--- config.mk ---
export PLATFORM = sky130hd
export DESIGN_NAME = tmr_chan_val_reg
export DESIGN_NICKNAME = d
export VERILOG_FILES = /design/src/rtl/tcv_pkg.sv /design/src/rtl/tcv_rd_latch.sv /design/src/rtl/tcv_wr_buffer.sv /design/src/rtl/tcv_xfer_ctrl.sv /design/src/rtl/tmr_chan_val_reg.sv
export SDC_FILE = /design/constraint.sdc
export NUM_CORES = 1
export LEC_CHECK = 0
export ABC_AREA = 1
export ABC_CLOCK_PERIOD_IN_PS = 3250
export BUFFER_PORTS_ARGS = -buffer_cell sky130_fd_sc_hd__buf_2
export CAP_MARGIN = 20
export CORE_ASPECT_RATIO = 0.9
export CORE_MARGIN = 4
export CORE_UTILIZATION = 55
export CTS_BUF_LIST = sky130_fd_sc_hd__clkbuf_4 sky130_fd_sc_hd__clkbuf_8
export CTS_CLUSTER_SIZE = 24
export DETAILED_ROUTE_END_ITERATION = 7
export PLACE_DENSITY = 0.78
export REMOVE_ABC_BUFFERS = 1
export SYNTH_ARGS = -nofsm -noshare
export SYNTH_HDL_FRONTEND = slang
export SYNTH_SLANG_ARGS = --single-unit
export TNS_END_PERCENT = 50
--- constraint.sdc ---
create_clock -name clk -period 3.25 [get_ports clk]
set_clock_uncertainty 0.1 [all_clocks]
set_input_delay 0.325 -clock clk [delete_from_list [all_inputs] [get_ports clk]]
set_output_delay 0.325 -clock clk [all_outputs]
set_load 0.05 [all_outputs]
--- src/rtl/tcv_pkg.sv ---
package tcv_pkg;

   typedef enum logic [1:0] {
      CH_CAPTURE    = 2'b00,
      CH_COMPARE    = 2'b01,
      CH_PWM_EDGE   = 2'b10,
      CH_PWM_CENTER = 2'b11
   } ch_mode_e;

   localparam logic [1:0] CLK_STOPPED = 2'b00;

endpackage

--- src/rtl/tcv_rd_latch.sv ---
module tcv_rd_latch
   import tcv_pkg::*;
#(
   parameter int BYTE_W = 8,
   localparam int VAL_W = 2 * BYTE_W
) (
   input  logic              clk,
   input  logic              rst_n,
   input  logic              freeze,
   input  logic              clear,
   input  logic              capture_mode,
   input  logic              rd_en,
   input  logic              rd_hi,
   input  logic [VAL_W-1:0]  live,
   output logic [BYTE_W-1:0] rdata,
   output logic              held
);

   logic              first_hi;
   logic [VAL_W-1:0]  snap;
   logic              use_snap;
   logic [VAL_W-1:0]  src;

   assign use_snap = held && capture_mode && !freeze;
   assign src      = use_snap ? snap : live;
   assign rdata    = rd_hi ? src[VAL_W-1:BYTE_W] : src[BYTE_W-1:0];

   always_ff @(posedge clk or negedge rst_n) begin
      if (!rst_n) begin
         held     <= 1'b0;
         first_hi <= 1'b0;
         snap     <= '0;
      end else if (clear) begin
         held <= 1'b0;
      end else if (!freeze && capture_mode && rd_en) begin
         if (!held) begin
            held     <= 1'b1;
            first_hi <= rd_hi;
            snap     <= live;
         end else if (rd_hi != first_hi) begin
            held <= 1'b0;
         end
      end
   end

endmodule

--- src/rtl/tcv_wr_buffer.sv ---
module tcv_wr_buffer
   import tcv_pkg::*;
#(
   parameter int BYTE_W = 8,
   localparam int VAL_W = 2 * BYTE_W
) (
   input  logic              clk,
   input  logic              rst_n,
   input  logic              clear,
   input  logic              accept,
   input  logic              wr_hi,
   input  logic [BYTE_W-1:0] wdata,
   input  logic              xfer,
   output logic [VAL_W-1:0]  stage_q,
   output logic [VAL_W-1:0]  stage_d,
   output logic              hi_full,
   output logic              lo_full,
   output logic              both_now,
   output logic              both_next
);

   logic hi_set, lo_set;

   assign hi_set    = accept && wr_hi;
   assign lo_set    = accept && !wr_hi;
   assign both_now  = hi_full && lo_full;
   assign both_next = (hi_full || hi_set) && (lo_full || lo_set);

   always_comb begin
      stage_d = stage_q;
      if (hi_set) stage_d[VAL_W-1:BYTE_W] = wdata;
      if (lo_set) stage_d[BYTE_W-1:0]     = wdata;
   end

   always_ff @(posedge clk or negedge rst_n) begin
      if (!rst_n) begin
         stage_q <= '0;
         hi_full <= 1'b0;
         lo_full <= 1'b0;
      end else begin
         stage_q <= stage_d;
         if (clear || xfer) begin
            hi_full <= 1'b0;
            lo_full <= 1'b0;
         end else begin
            if (hi_set) hi_full <= 1'b1;
            if (lo_set) lo_full <= 1'b1;
         end
      end
   end

endmodule

--- src/rtl/tcv_xfer_ctrl.sv ---
module tcv_xfer_ctrl
   import tcv_pkg::*;
#(
   parameter int VAL_W          = 16,
   parameter bit ZERO_MOD_FREE  = 1'b1
) (
   input  logic             freeze,
   input  logic             clear,
   input  ch_mode_e         mode,
   input  logic [1:0]       clk_sel,
   input  logic             both_now,
   input  logic             both_next,
   input  logic             cnt_tick,
   input  logic [VAL_W-1:0] cnt_val,
   input  logic [VAL_W-1:0] mod_val,
   output logic             xfer
);

   logic [VAL_W-1:0] period_end;
   logic             pwm_hit;

   generate
      if (ZERO_MOD_FREE) begin : g_free_run
         assign period_end = (mod_val == '0) ? {VAL_W{1'b1}} : mod_val;
      end else begin : g_plain_mod
         assign period_end = mod_val;
      end
   endgenerate

   assign pwm_hit = cnt_tick && (cnt_val == period_end - 1'b1);

   always_comb begin
      xfer = 1'b0;
      if (!freeze && !clear && mode != CH_CAPTURE) begin
         if (clk_sel == CLK_STOPPED)   xfer = both_next;
         else if (mode == CH_COMPARE)  xfer = both_now && cnt_tick;
         else                          xfer = both_now && pwm_hit;
      end
   end

endmodule

--- src/rtl/tmr_chan_val_reg.sv ---
module tmr_chan_val_reg
   import tcv_pkg::*;
#(
   parameter int BYTE_W         = 8,
   parameter bit ZERO_MOD_FREE  = 1'b1,
   localparam int VAL_W         = 2 * BYTE_W
) (
   input  logic              clk,
   input  logic              rst_n,
   input  logic              dbg_freeze,
   input  logic              ctl_wr,
   input  logic              bus_wr,
   input  logic              bus_rd,
   input  logic              bus_hi,
   input  logic [BYTE_W-1:0] bus_wdata,
   output logic [BYTE_W-1:0] bus_rdata,
   input  logic [1:0]        chan_mode,
   input  logic [1:0]        clk_sel,
   input  logic              cnt_tick,
   input  logic [VAL_W-1:0]  cnt_val,
   input  logic [VAL_W-1:0]  mod_val,
   input  logic              cap_evt,
   input  logic [VAL_W-1:0]  cap_val,
   output logic [VAL_W-1:0]  chan_val
);

   generate
      if (BYTE_W < 2) begin : g_bad_width
         $error("tmr_chan_val_reg: BYTE_W must be at least 2");
      end
   endgenerate

   ch_mode_e          mode;
   logic              is_capture;
   logic              wb_accept;
   logic [VAL_W-1:0]  wb_stage_q, wb_stage_d;
   logic              wb_hi_full, wb_lo_full, wb_both_now, wb_both_next;
   logic              do_xfer;
   logic              rd_held;

   assign mode       = ch_mode_e'(chan_mode);
   assign is_capture = (mode == CH_CAPTURE);
   assign wb_accept  = bus_wr && !is_capture && !dbg_freeze;

   tcv_rd_latch #(.BYTE_W(BYTE_W)) u_rd (
      .clk          (clk),
      .rst_n        (rst_n),
      .freeze       (dbg_freeze),
      .clear        (ctl_wr),
      .capture_mode (is_capture),
      .rd_en        (bus_rd),
      .rd_hi        (bus_hi),
      .live         (chan_val),
      .rdata        (bus_rdata),
      .held         (rd_held)
   );

   tcv_wr_buffer #(.BYTE_W(BYTE_W)) u_wb (
      .clk       (clk),
      .rst_n     (rst_n),
      .clear     (ctl_wr),
      .accept    (wb_accept),
      .wr_hi     (bus_hi),
      .wdata     (bus_wdata),
      .xfer      (do_xfer),
      .stage_q   (wb_stage_q),
      .stage_d   (wb_stage_d),
      .hi_full   (wb_hi_full),
      .lo_full   (wb_lo_full),
      .both_now  (wb_both_now),
      .both_next (wb_both_next)
   );

   tcv_xfer_ctrl #(.VAL_W(VAL_W), .ZERO_MOD_FREE(ZERO_MOD_FREE)) u_xc (
      .freeze    (dbg_freeze),
      .clear     (ctl_wr),
      .mode      (mode),
      .clk_sel   (clk_sel),
      .both_now  (wb_both_now),
      .both_next (wb_both_next),
      .cnt_tick  (cnt_tick),
      .cnt_val   (cnt_val),
      .mod_val   (mod_val),
      .xfer      (do_xfer)
   );

   always_ff @(posedge clk or negedge rst_n) begin
      if (!rst_n) begin
         chan_val <= '0;
      end else if (is_capture) begin
         if (cap_evt) chan_val <= cap_val;
      end else if (do_xfer) begin
         chan_val <= wb_stage_d;
      end else if (dbg_freeze && bus_wr) begin
         if (bus_hi) chan_val[VAL_W-1:BYTE_W] <= bus_wdata;
         else        chan_val[BYTE_W-1:0]     <= bus_wdata;
      end
   end

endmodule

==> results of run 1 <==
==> power breakdown <==
part           switching, mW  internal (mW)  leakage [nW]
clock                  0.220          0.241        0.0592
combinational          0.490          0.213          1.74
sequential            0.0865          0.787         0.654
==> metal layers <==
metal / global-route usage / vias up
met1: 0.344 / 1695
met4: 0.0551 / 0
met2: 0.455 / 117
met5: 0 / -
li1: - / 1898
met3: 0.0337 / 8
==> how the worst max path moves through the flow <==
stage                       from                       end  slack [ns]  depth (start not counted)
global placement     mod_val[13]  chan_val[12]$_DFFE_PN0P_        0.13                         26
finish                mod_val[5]  chan_val[11]$_DFFE_PN0P_        0.33                         25
detailed placement    mod_val[5]  chan_val[13]$_DFFE_PN0P_       -0.01                         24
CTS                   mod_val[5]  chan_val[11]$_DFFE_PN0P_        0.30                         24
global route          mod_val[5]  chan_val[11]$_DFFE_PN0P_        0.02                         25
floorplan           chan_mode[0]              bus_rdata[0]       -0.72                          7
==> logic make-up (layout without fill, tap and decap cells) <==
family | count (synthesis) | count (layout) | share of synthesized area
simple gates | 343 | 343 | 0.422
buf+inv | 75 | 170 | 0.0874
compound gates | 60 | 60 | 0.0874
flops | 52 | 52 | 0.358
mux | 8 | 8 | 0.0248
xor+xnor | 7 | 7 | 0.0169
fa+ha+maj | 1 | 1 | 0.00344
==> metrics by stage <==
step                      setup WS (ns)  hold slack, ns
after floorplan                  -0.719         -0.0706
after global placement            0.132           0.314
after detailed placement       -0.00962           0.310
after CTS                         0.295           0.173
after global routing             0.0247           0.169
final                             0.331           0.171
==> state kept, by name (all words and copies together) (netlist names) <==
register and count:
u_rd.held 1, u_rd.first_hi 1, u_rd.snap 16, u_wb.hi_full 1, u_wb.stage_q 16, u_wb.lo_full 1
chan_val 16
==> timing repair <==
item / 4_1_cts / 5_1_grt
setup endpoints to repair: 0 / 3
hold buffers: 1 / 0
hold endpoints to repair: 32 / 0
resized for setup: 0 / 1
==> critical path, stage by stage <==
cell and delay (ns):
buf_2 0.11, nor2_1 0.14, nand2_1 0.10, nor2_2 0.16, nand2_4 0.09, inv_2 0.09, nor2_1 0.05, ha_1 0.20
xnor2_1 0.23, o21ai_1 0.10, nor2_1 0.12, nand3_1 0.07, nor2_1 0.08, nand2_1 0.06, nor2_1 0.08, nand3_1 0.08
nand2_1 0.08, nand2_2 0.06, nand2_4 0.06, nand2_2 0.16, nand3_2 0.15, nand2_2 0.12, nor2_4 0.19, nand2_1 0.09
nand2_1 0.06
==> layout by cell type (no fill, tap or decap), drive strengths merged, types with 3 or more instances in the layout <==
master  instances
nand3          41
buf           103
nand2         246
a21oi          12
inv            58
nor3            3
nand3b          9
xor2            4
nor2           38
dfrtp          52
mux2            8
clkbuf          6
o21ai          37
xnor2           3
a31oi           8
==> final cells by class <==
class | count | area share
multi-input combinational | 419 | 0.469
sequential | 52 | 0.301
tap | 87 | 0.0252
clock inverter | 2 | 0.00897
timing repair buffer | 104 | 0.128
clock buffer | 6 | 0.0177
inverter | 58 | 0.0504
==> impl_metrics.env, run 1 <==
export IMPL_die_h_um=85.1
export IMPL_slew_headroom=0.524
export IMPL_period_minus_slack_ns=2.92
export IMPL_ys_ff_latch=52
export IMPL_fp_row_count=27
export IMPL_place_congestion=0.900
export IMPL_yosysSeqAreaShare=0.358
export IMPL_cts_setup_buffers=0
export IMPL_clock_latency_ns=0.31
export IMPL_rsz0062_at_grt="no"
export IMPL_cts_reportedPaths_clkPinSlew_ns=0.10
export IMPL_cts_buffers=5
export IMPL_dp_final_hpwl_um=7840
export IMPL_maxCapViolCount=0
export IMPL_numPortBuffers=92
export IMPL_finalHoldViolCount=0
export IMPL_crit_arrival_ns=3.07
export IMPL_synth_top_area_cell="dfrtp_1"
export IMPL_vdd_drop_max_v=0.000296
export IMPL_ys_dominant_reg_cell="dfrtp_1"
export IMPL_die_w_um=93.7
export IMPL_vias_per_cell=5.11
export IMPL_fin_setup_tns_ns=0
export IMPL_yosysMostFrequentCell="nand2_1"
export IMPL_final_area_sq_um=4320
export IMPL_grt_pass1_vias=3709
export IMPL_first_pass_iters=6
export IMPL_grt_total_usage=0.260
export IMPL_postRouteAntennaNets=0
export IMPL_criticalPathCategory="primary input to flip-flop"
export IMPL_stdcell_count=728
export IMPL_dr_total_vias=3718
export IMPL_post_synth_cell_area_avg_sq_um=6.66
export IMPL_netlist_area_sq_um=3640
export IMPL_required_ns=3.40
export IMPL_area_growth_pct=18.9
export IMPL_synth_edf_count=0
export IMPL_whs_path_depth=2
export IMPL_dr_first_iter_drc_count=199
export IMPL_cts_tree="yes"
export IMPL_nNetsFinal=710
export IMPL_path_max_fanout=12
export IMPL_synth_common_cells="239 x nand2_1, 52 x dfrtp_1, 50 x inv_1"
export IMPL_core_sq_um=6280
export IMPL_synthArstFlopShare=1.00
export IMPL_clock_path_buffers=2
export IMPL_antenna_found_initial=0
export IMPL_maxSlewViolCount=0
export IMPL_placedCellCount=719
export IMPL_end_kind="flip-flop"
export IMPL_status="finished, final reports clean"
export IMPL_finalCritPeriodShare=0.898
export IMPL_synth_cell_types=36
export IMPL_placed_area_sq_um=4190
export IMPL_yosys_warnings=0
export IMPL_dieArea_sq_um=7980
export IMPL_routed_top_layer="met4"
export IMPL_synthTopCellsByArea="dfrtp_1 36%, nand2_1 25%, inv_1 5.2%"
export IMPL_r2r_end="chan_val[11]$_DFFE_PN0P_"
export IMPL_nFillCells=594
export IMPL_drive_gt1_frac=0.239
export IMPL_multi_input_area_sq_um=2030
export IMPL_antenna_cells=0
export IMPL_htree_levels=2
export IMPL_dr_wl_met2_um=4990
export IMPL_power_total_mw=2.04
export IMPL_rrSetupSlack_ns=1.30
export IMPL_routed_wl_um=9930
export IMPL_grt_pass1_wl_um=16900
export IMPL_grt_max_degree=34
export IMPL_critPathLaunchType="primary input"
export IMPL_overflow=0
export IMPL_reg2reg_from="u_wb.hi_full$_DFFE_PN0P_"
export IMPL_start_util=0.579
export IMPL_clock_sinks=52
export IMPL_reg2reg_depth=11
export IMPL_wl_met3_um=592
export IMPL_holdPathEnd="u_rd.held$_DFFE_PN0P_"
export IMPL_register_area_sq_um=1300
export IMPL_m1WireLength_um=4280
export IMPL_synth_top_area_share=0.358
export IMPL_hp_start="ctl_wr"
export IMPL_clockRootBuffer="clkbuf_8"
export IMPL_setup_viol_count_final=0
export IMPL_tightestPinTransition_ns=0.714
export IMPL_leakage_nw=2.46
export IMPL_post_drt_wl_per_cell_um=13.6
export IMPL_drc=0
export IMPL_hold_path_class="primary input to flip-flop"
export IMPL_pwr_density_cell_nw_per_um2=471
export IMPL_finalCoreUtilization=0.688
export IMPL_synthCells=546
export IMPL_pin_count=93
export IMPL_max_freq_mhz=343
Power figures use the tool's default switching activity.
==> inputs of run 2 (changes only) <==
--- a/config.mk
+++ b/config.mk
@@ -5,17 +5,16 @@
 export SDC_FILE = /design/constraint.sdc
 export NUM_CORES = 1
 export LEC_CHECK = 0
-export ABC_AREA = 1
+export ABC_AREA = 0
 export ABC_CLOCK_PERIOD_IN_PS = 3250
-export BUFFER_PORTS_ARGS = -buffer_cell sky130_fd_sc_hd__buf_2
+export BUFFER_PORTS_ARGS = -buffer_cell sky130_fd_sc_hd__clkbuf_2
 export CAP_MARGIN = 20
 export CORE_ASPECT_RATIO = 0.9
-export CORE_MARGIN = 4
 export CORE_UTILIZATION = 55
 export CTS_BUF_LIST = sky130_fd_sc_hd__clkbuf_4 sky130_fd_sc_hd__clkbuf_8
 export CTS_CLUSTER_SIZE = 24
 export DETAILED_ROUTE_END_ITERATION = 7
-export PLACE_DENSITY = 0.78
+export PLACE_DENSITY = 0.79
 export REMOVE_ABC_BUFFERS = 1
 export SYNTH_ARGS = -nofsm -noshare
 export SYNTH_HDL_FRONTEND = slang
==> run 2 against run 1 <==
  * Area after synthesis shrank 3.9%
  * Setup slack worse by 0.23 ns
  * Sequential power up 9.6%
  * Register-to-register slack lost 0.51 ns
  * Sequential cell count did not move
==> impl_metrics.env, run 2 <==
export IMPL_largestRegisters="chan_val (16), u_rd.snap (16), u_wb.stage_q (16)"
export IMPL_hold_path_class="primary input to flip-flop"
export IMPL_antenna_cells=0
export IMPL_overflow=0
export IMPL_start_util=0.571
export IMPL_reg2reg_depth=7
export IMPL_end_kind="flip-flop"
export IMPL_switchingPower_mw=0.938
export IMPL_clock_sinks=52
export IMPL_drive_gt1_frac=0.464
export IMPL_period_minus_slack_ns=3.15
export IMPL_synth_area_mux_share=0.301
export IMPL_required_ns=3.39
export IMPL_r2r_end="chan_val[13]$_DFFE_PN0P_"
export IMPL_final_common_cell="clkbuf_2"
export IMPL_post_drt_wl_per_cell_um=17.5
export IMPL_netlist_area_sq_um=3490
export IMPL_stdcell_count=522
export IMPL_area_growth_pct=26.3
export IMPL_slew_headroom=0.430
export IMPL_placedCellCount=509
export IMPL_path_max_fanout=8
export IMPL_finalCritPeriodShare=0.969
export IMPL_clockRootBuffer="clkbuf_8"
export IMPL_synth_edf_count=0
export IMPL_yosysMostFrequentCell="dfrtp_1"
export IMPL_dieArea_sq_um=6670
export IMPL_critPathLaunchType="primary input"
export IMPL_criticalPathCategory="primary input to flip-flop"
export IMPL_hp_start="ctl_wr"
export IMPL_htree_levels=2
export IMPL_ys_ff_latch=52
export IMPL_postRouteAntennaNets=0
export IMPL_grt_max_degree=37
export IMPL_grt_pass1_vias=2794
export IMPL_grt_pass1_wl_um=14000
export IMPL_dr_total_vias=3056
export IMPL_synth_compound_area_frac=0.0731
export IMPL_yosys_warnings=0
export IMPL_finalHoldViolCount=0
export IMPL_first_pass_iters=4
export IMPL_yosysSeqAreaShare=0.372
export IMPL_rrSetupSlack_ns=0.79
export IMPL_ys_dominant_reg_cell="dfrtp_1"
export IMPL_core_sq_um=6110
export IMPL_max_freq_mhz=318
export IMPL_power_total_mw=2.28
export IMPL_fp_row_count=27
export IMPL_crit_arrival_ns=3.29
export IMPL_synthCells=313
export IMPL_yosys_area_share_simple=0.170
export IMPL_maxSlewViolCount=0
export IMPL_pwr_density_cell_nw_per_um2=518
export IMPL_final_area_sq_um=4410
export IMPL_final_cell_mix="92 x clkbuf_2, 52 x dfrtp_1, 50 x mux2i_1"
export IMPL_synthArstFlopShare=1.00
export IMPL_setup_viol_count_final=0
export IMPL_synth_cell_types=54
export IMPL_holdPathEnd="u_rd.held$_DFFE_PN0P_"
export IMPL_nFillCells=432
export IMPL_dp_final_hpwl_um=6610
export IMPL_reg2reg_from="u_wb.lo_full$_DFFE_PN0P_"
export IMPL_synthTopCellsByArea="dfrtp_1 37%, mux2i_1 14%, mux2_2 11%"
export IMPL_vdd_drop_max_v=0.000448
export IMPL_die_h_um=77.6
export IMPL_whs_path_depth=2
export IMPL_antenna_found_initial=0
export IMPL_pin_count=93
export IMPL_pwr_share_seq=0.419
export IMPL_status="finished, final reports clean"
export IMPL_p_int_mw=1.35
export IMPL_synth_top_family_by_area="multiplexers"
export IMPL_synth_common_cells="52 x dfrtp_1, 50 x mux2i_1, 33 x mux2_2"
export IMPL_nNetsFinal=504
export IMPL_numPortBuffers=92
export IMPL_synth_adder_area_share=0.00358
export IMPL_post_synth_cell_area_avg_sq_um=11.2
export IMPL_place_congestion=0.986
export IMPL_die_w_um=86.0
export IMPL_dr_first_iter_drc_count=204
export IMPL_clock_path_buffers=2
export IMPL_fin_setup_tns_ns=0
export IMPL_tightestPinTransition_ns=0.852
export IMPL_grt_total_usage=0.272
export IMPL_switching_share=0.411
export IMPL_cts_reportedPaths_clkPinSlew_ns=0.09
export IMPL_drc=0
export IMPL_clock_latency_ns=0.31
export IMPL_synth_top_area_share=0.372
export IMPL_placed_area_sq_um=4220
export IMPL_leakage_nw=2.05
export IMPL_maxCapViolCount=0
export IMPL_cts_buffers=5
export IMPL_synth_xor_area_frac=0.0541
export IMPL_cts_tree="yes"
export IMPL_p_comb_frac=0.414
export IMPL_p_clk_frac=0.167
export IMPL_routed_wl_um=9140
export IMPL_vias_per_cell=5.85
export IMPL_synth_top_area_cell="dfrtp_1"
-- run 2: changes by cell type after synthesis, sizes merged, moves of 9 or more --
cell / change
a21oi: -9
inv: -54
mux2: +25
mux2i: +50
nand2: -222
nand3: -31
nand3b: -9
nor2: -19
o21ai: -14
xnor2: +9
-- run 2: cell families (layout without fill, tap and decap cells) --
group / Yosys count / after routing
adder cells (fa/ha/maj): 1 / 1
multiplexers: 91 / 91
AND/OR/NAND/NOR: 98 / 98
XOR/XNOR: 20 / 20
AO/OA/AOI/OAI: 36 / 36
flip-flops: 52 / 52
buffers and inverters: 15 / 137
-- run 2: worst max path at each step --
stage                               endpoint       start  slack [ns]
floorplan            chan_val[0]$_DFFE_PN0P_  mod_val[9]       -0.30
global placement    chan_val[14]$_DFFE_PN0P_  mod_val[0]       -0.15
detailed placement   chan_val[2]$_DFFE_PN0P_  mod_val[1]       -0.25
CTS                  chan_val[2]$_DFFE_PN0P_  mod_val[9]        0.07
global route        chan_val[12]$_DFFE_PN0P_  mod_val[9]       -0.01
finish              chan_val[13]$_DFFE_PN0P_  mod_val[5]        0.10
-- run 2: cell type report --
class,count,area [sq um],share of cell area
multi-input cells,246,2150,0.487
flip-flops and latches,52,1300,0.295
repair buffers,126,748,0.170
well taps,87,109,0.0247
clock buffers,5,68.8,0.0156
clock inverters,3,23.8,0.00539
inverters,3,11.3,0.00255
-- run 2: power by group through the flow --
stage          clock network [mW]  registers [mW]  logic [mW]
2_1_floorplan                   0            1.12       0.481
3_3_place_gp                    0           0.954       0.911
3_5_place_dp                    0           0.968       0.934
4_1_cts                     0.382           0.955       0.938
5_1_grt                     0.408           0.981       0.999
6_report                    0.381           0.957       0.945
-- run 2: worst max-delay path, stage by stage --
cell and delay [ns]:
clkbuf_2 0.10, nor4_2 0.37, and4_2 0.33, nor2_1 0.05, ha_1 0.29, xnor2_1 0.14, or4_4 0.49, a2111oi_4 0.36
nand4_2 0.19, o21ai_4 0.24, clkbuf_16 0.21, mux2i_1 0.19
-- run 2: layer usage --
| layer | share of wire | vias up | wire length [um] | GRT usage |
|---|---|---|---|---|
| met1 | 0.47 | 1501 | 4290 | 0.408 |
| li1 | - | 1425 | - | - |
| met2 | 0.46 | 106 | 4230 | 0.409 |
| met4 | 0.018 | 0 | 163 | 0.0633 |
| met3 | 0.050 | 24 | 459 | 0.0511 |
| met5 | 0 | - | 0 | 0 |
-- run 2: through the flow --
| step | setup slack, ns | util | hold WS, ns |
|---|---|---|---|
| after CTS | 0.0682 | 0.707 | 0.141 |
| final | 0.101 | 0.722 | 0.148 |
| after detailed placement | -0.246 | 0.690 | 0.277 |
| after floorplan | -0.301 | - | -0.0706 |
| after global placement | -0.152 | 0.690 | 0.269 |
| after global routing | -0.0109 | 0.722 | 0.161 |
-- run 2: timing repair --
| action | in CTS | in global routing |
|---|---|---|
| endpoints found under the hold margin | 24 | 0 |
| gates resized for setup | 0 | 7 |
| buffers inserted | 0 | 3 |
| setup endpoints to repair | 0 | 16 |
| hold buffers | 1 | 0 |
==> inputs of run 3 (changes only) <==
--- a/config.mk
+++ b/config.mk
@@ -14,7 +14,7 @@
 export CTS_BUF_LIST = sky130_fd_sc_hd__clkbuf_4 sky130_fd_sc_hd__clkbuf_8
 export CTS_CLUSTER_SIZE = 24
 export DETAILED_ROUTE_END_ITERATION = 7
-export PLACE_DENSITY = 0.79
+export PLACE_DENSITY = 0.89
 export REMOVE_ABC_BUFFERS = 1
 export SYNTH_ARGS = -nofsm -noshare
 export SYNTH_HDL_FRONTEND = slang
==> run 3 against run 2 <==
  * Count of clock-buffer cells in the layout grew 2
  * First-iteration DRC count shrank 39%
  * Clock power grew 30%
  * Die area is the same
  * Register-to-register slack lost 0.09 ns
  * Critical path depth grew 4
  * Worst hold slack lost 0.0048 ns
  * Combinational power grew 2.1%
  * Setup slack lost 0.037 ns
  * Wire length grew 7.5%
==> impl_metrics.env, run 3 (synthesis gave the netlist of run 2 again) <==
export IMPL_status="finished, final reports clean"
export IMPL_pwr_density_cell_nw_per_um2=541
export IMPL_clock_latency_ns=0.33
export IMPL_fp_row_count=27
export IMPL_setup_viol_count_final=0
export IMPL_crit_arrival_ns=3.33
export IMPL_die_w_um=86.0
export IMPL_p_comb_frac=0.398
export IMPL_routed_wl_um=9830
export IMPL_drive_gt1_frac=0.467
export IMPL_layout_setup_ws_ns=0.0639
export IMPL_dp_final_hpwl_um=7180
export IMPL_max_freq_mhz=314
export IMPL_hold_path_class="primary input to flip-flop"
export IMPL_hp_start="ctl_wr"
export IMPL_crit_slowest_cell="or4b_4"
export IMPL_required_ns=3.40
export IMPL_pin_count=93
export IMPL_p_clk_frac=0.205
export IMPL_htree_levels=2
export IMPL_switchingPower_mw=0.952
export IMPL_area_growth_pct=28.2
export IMPL_numPortBuffers=92
export IMPL_place_congestion=0.917
export IMPL_end_kind="flip-flop"
export IMPL_antenna_found_initial=0
export IMPL_cts_tree="yes"
export IMPL_whs_path_depth=2
export IMPL_p_int_mw=1.47
export IMPL_clockRootBuffer="clkbuf_8"
export IMPL_clock_sinks=52
export IMPL_reg2reg_from="u_wb.lo_full$_DFFE_PN0P_"
export IMPL_reg2reg_depth=7
export IMPL_dieArea_sq_um=6670
export IMPL_largestRegisters="chan_val (16), u_rd.snap (16), u_wb.stage_q (16)"
export IMPL_postRouteAntennaNets=0
export IMPL_antenna_cells=0
export IMPL_grt_total_usage=0.302
export IMPL_maxSlewViolCount=0
export IMPL_vias_per_cell=5.96
export IMPL_core_sq_um=6110
export IMPL_cts_reportedPaths_clkPinSlew_ns=0.11
export IMPL_critPathLaunchType="primary input"
export IMPL_dp_slack_ns=-0.291
export IMPL_switching_share=0.393
export IMPL_max_stage_delay_ns=0.49
export IMPL_cts_buffers=5
export IMPL_holdPathEnd="u_rd.held$_DFFE_PN0P_"
export IMPL_rrSetupSlack_ns=0.70
export IMPL_start_util=0.571
export IMPL_slew_headroom=0.430
export IMPL_nNetsFinal=504
export IMPL_maxCapViolCount=0
export IMPL_final_common_cell="clkbuf_2"
export IMPL_dr_total_vias=3111
export IMPL_drc=0
export IMPL_final_cell_mix="92 x clkbuf_2, 52 x dfrtp_1, 50 x mux2i_1"
export IMPL_power_total_mw=2.42
export IMPL_period_minus_slack_ns=3.19
export IMPL_grt_pass1_vias=3197
export IMPL_cp_cell_sequence="clkbuf_2 -> nor4_1 -> buf_4 -> and4_4 -> nor2_4 -> ha_4 -> or4b_4 -> buf_4 -> nor4_1 -> xnor2_1 -> nand2_1 -> xnor2_2 -> nand4_4 -> o21ai_4 -> clkbuf_16 -> mux2i_1"
export IMPL_leakage_nw=2.09
export IMPL_path_max_fanout=6
export IMPL_first_pass_iters=4
export IMPL_r2r_end="chan_val[13]$_DFFE_PN0P_"
export IMPL_die_h_um=77.6
export IMPL_criticalPathCategory="primary input to flip-flop"
export IMPL_vdd_drop_max_v=0.000595
export IMPL_fin_setup_tns_ns=0
export IMPL_finalCritPeriodShare=0.980
export IMPL_post_drt_wl_per_cell_um=18.8
export IMPL_tightestPinTransition_ns=0.853
export IMPL_finalHoldViolCount=0
export IMPL_pwr_share_seq=0.397
export IMPL_grt_pass1_wl_um=15400
export IMPL_clock_path_buffers=2
export IMPL_overflow=0
export IMPL_dr_first_iter_drc_count=125
export IMPL_grt_max_degree=37
run 3: area by class of cell:
type | instances | area (sq um)
Multi-Input combinational cell | 246 | 2180
Tap cell | 87 | 109
Inverter | 3 | 11.3
Sequential cell | 52 | 1300
Clock buffer | 7 | 96.3
Fill cell | 446 | 1640
Timing Repair Buffer | 126 | 752
Clock inverter | 1 | 30.0
run 3: how the worst max path moves through the flow:
stage / start / cells past startpoint / end / slack (ns)
after floorplan: mod_val[9] / 10 / chan_val[0]$_DFFE_PN0P_ / -0.30
after global placement: mod_val[0] / 12 / chan_val[0]$_DFFE_PN0P_ / -0.13
after detailed placement: mod_val[0] / 12 / chan_val[4]$_DFFE_PN0P_ / -0.29
after CTS: mod_val[0] / 12 / chan_val[4]$_DFFE_PN0P_ / 0.04
after global routing: mod_val[4] / 16 / chan_val[13]$_DFFE_PN0P_ / -0.08
final: mod_val[3] / 16 / chan_val[13]$_DFFE_PN0P_ / 0.06
run 3: timing repair:
item / 4_1_cts / 5_1_grt
hold endpoints to repair: 15 / 0
hold buffers: 1 / 0
endpoints found under the setup margin: 0 / 17
buffers inserted: 0 / 1
resized for setup: 0 / 13
run 3: worst max-delay path, delay by kind of cell:
kind	cells	cell delay, ns
xor+xnor	2	0.41
buf+inv	4	0.60
compound gates	1	0.28
mux	1	0.21
simple gates	7	1.38
fa+ha+maj	1	0.14
run 3: through the flow:
step           utilization  cell area [sq um]  std cells  hold slack (ns)
6_report             0.732               4480        522            0.143
4_1_cts              0.715               4370        520            0.146
3_3_place_gp         0.693               4240        511            0.331
5_1_grt              0.732               4480        522            0.151
2_1_floorplan            -               3420        301          -0.0706
3_5_place_dp         0.693               4240        511            0.340
run 3: layer usage:
metal	share of wire	vias to the layer above	global-route usage	routed length, um
met5	0	-	0	0
met2	0.49	132	0.521	4850
met4	0.034	0	0.128	335
li1	-	1417	-	-
met1	0.41	1530	0.376	4020
met3	0.063	32	0.0436	622
run 3: power groups by stage:
| stage | sequential, mW | clock [mW] | combinational, mW |
|---|---|---|---|
| finish | 0.962 | 0.495 | 0.965 |
| global route | 0.983 | 0.512 | 1.02 |
| CTS | 0.959 | 0.492 | 0.950 |
| detailed placement | 0.969 | 0 | 0.943 |
| global placement | 0.951 | 0 | 0.910 |
| floorplan | 1.12 | 0 | 0.481 |
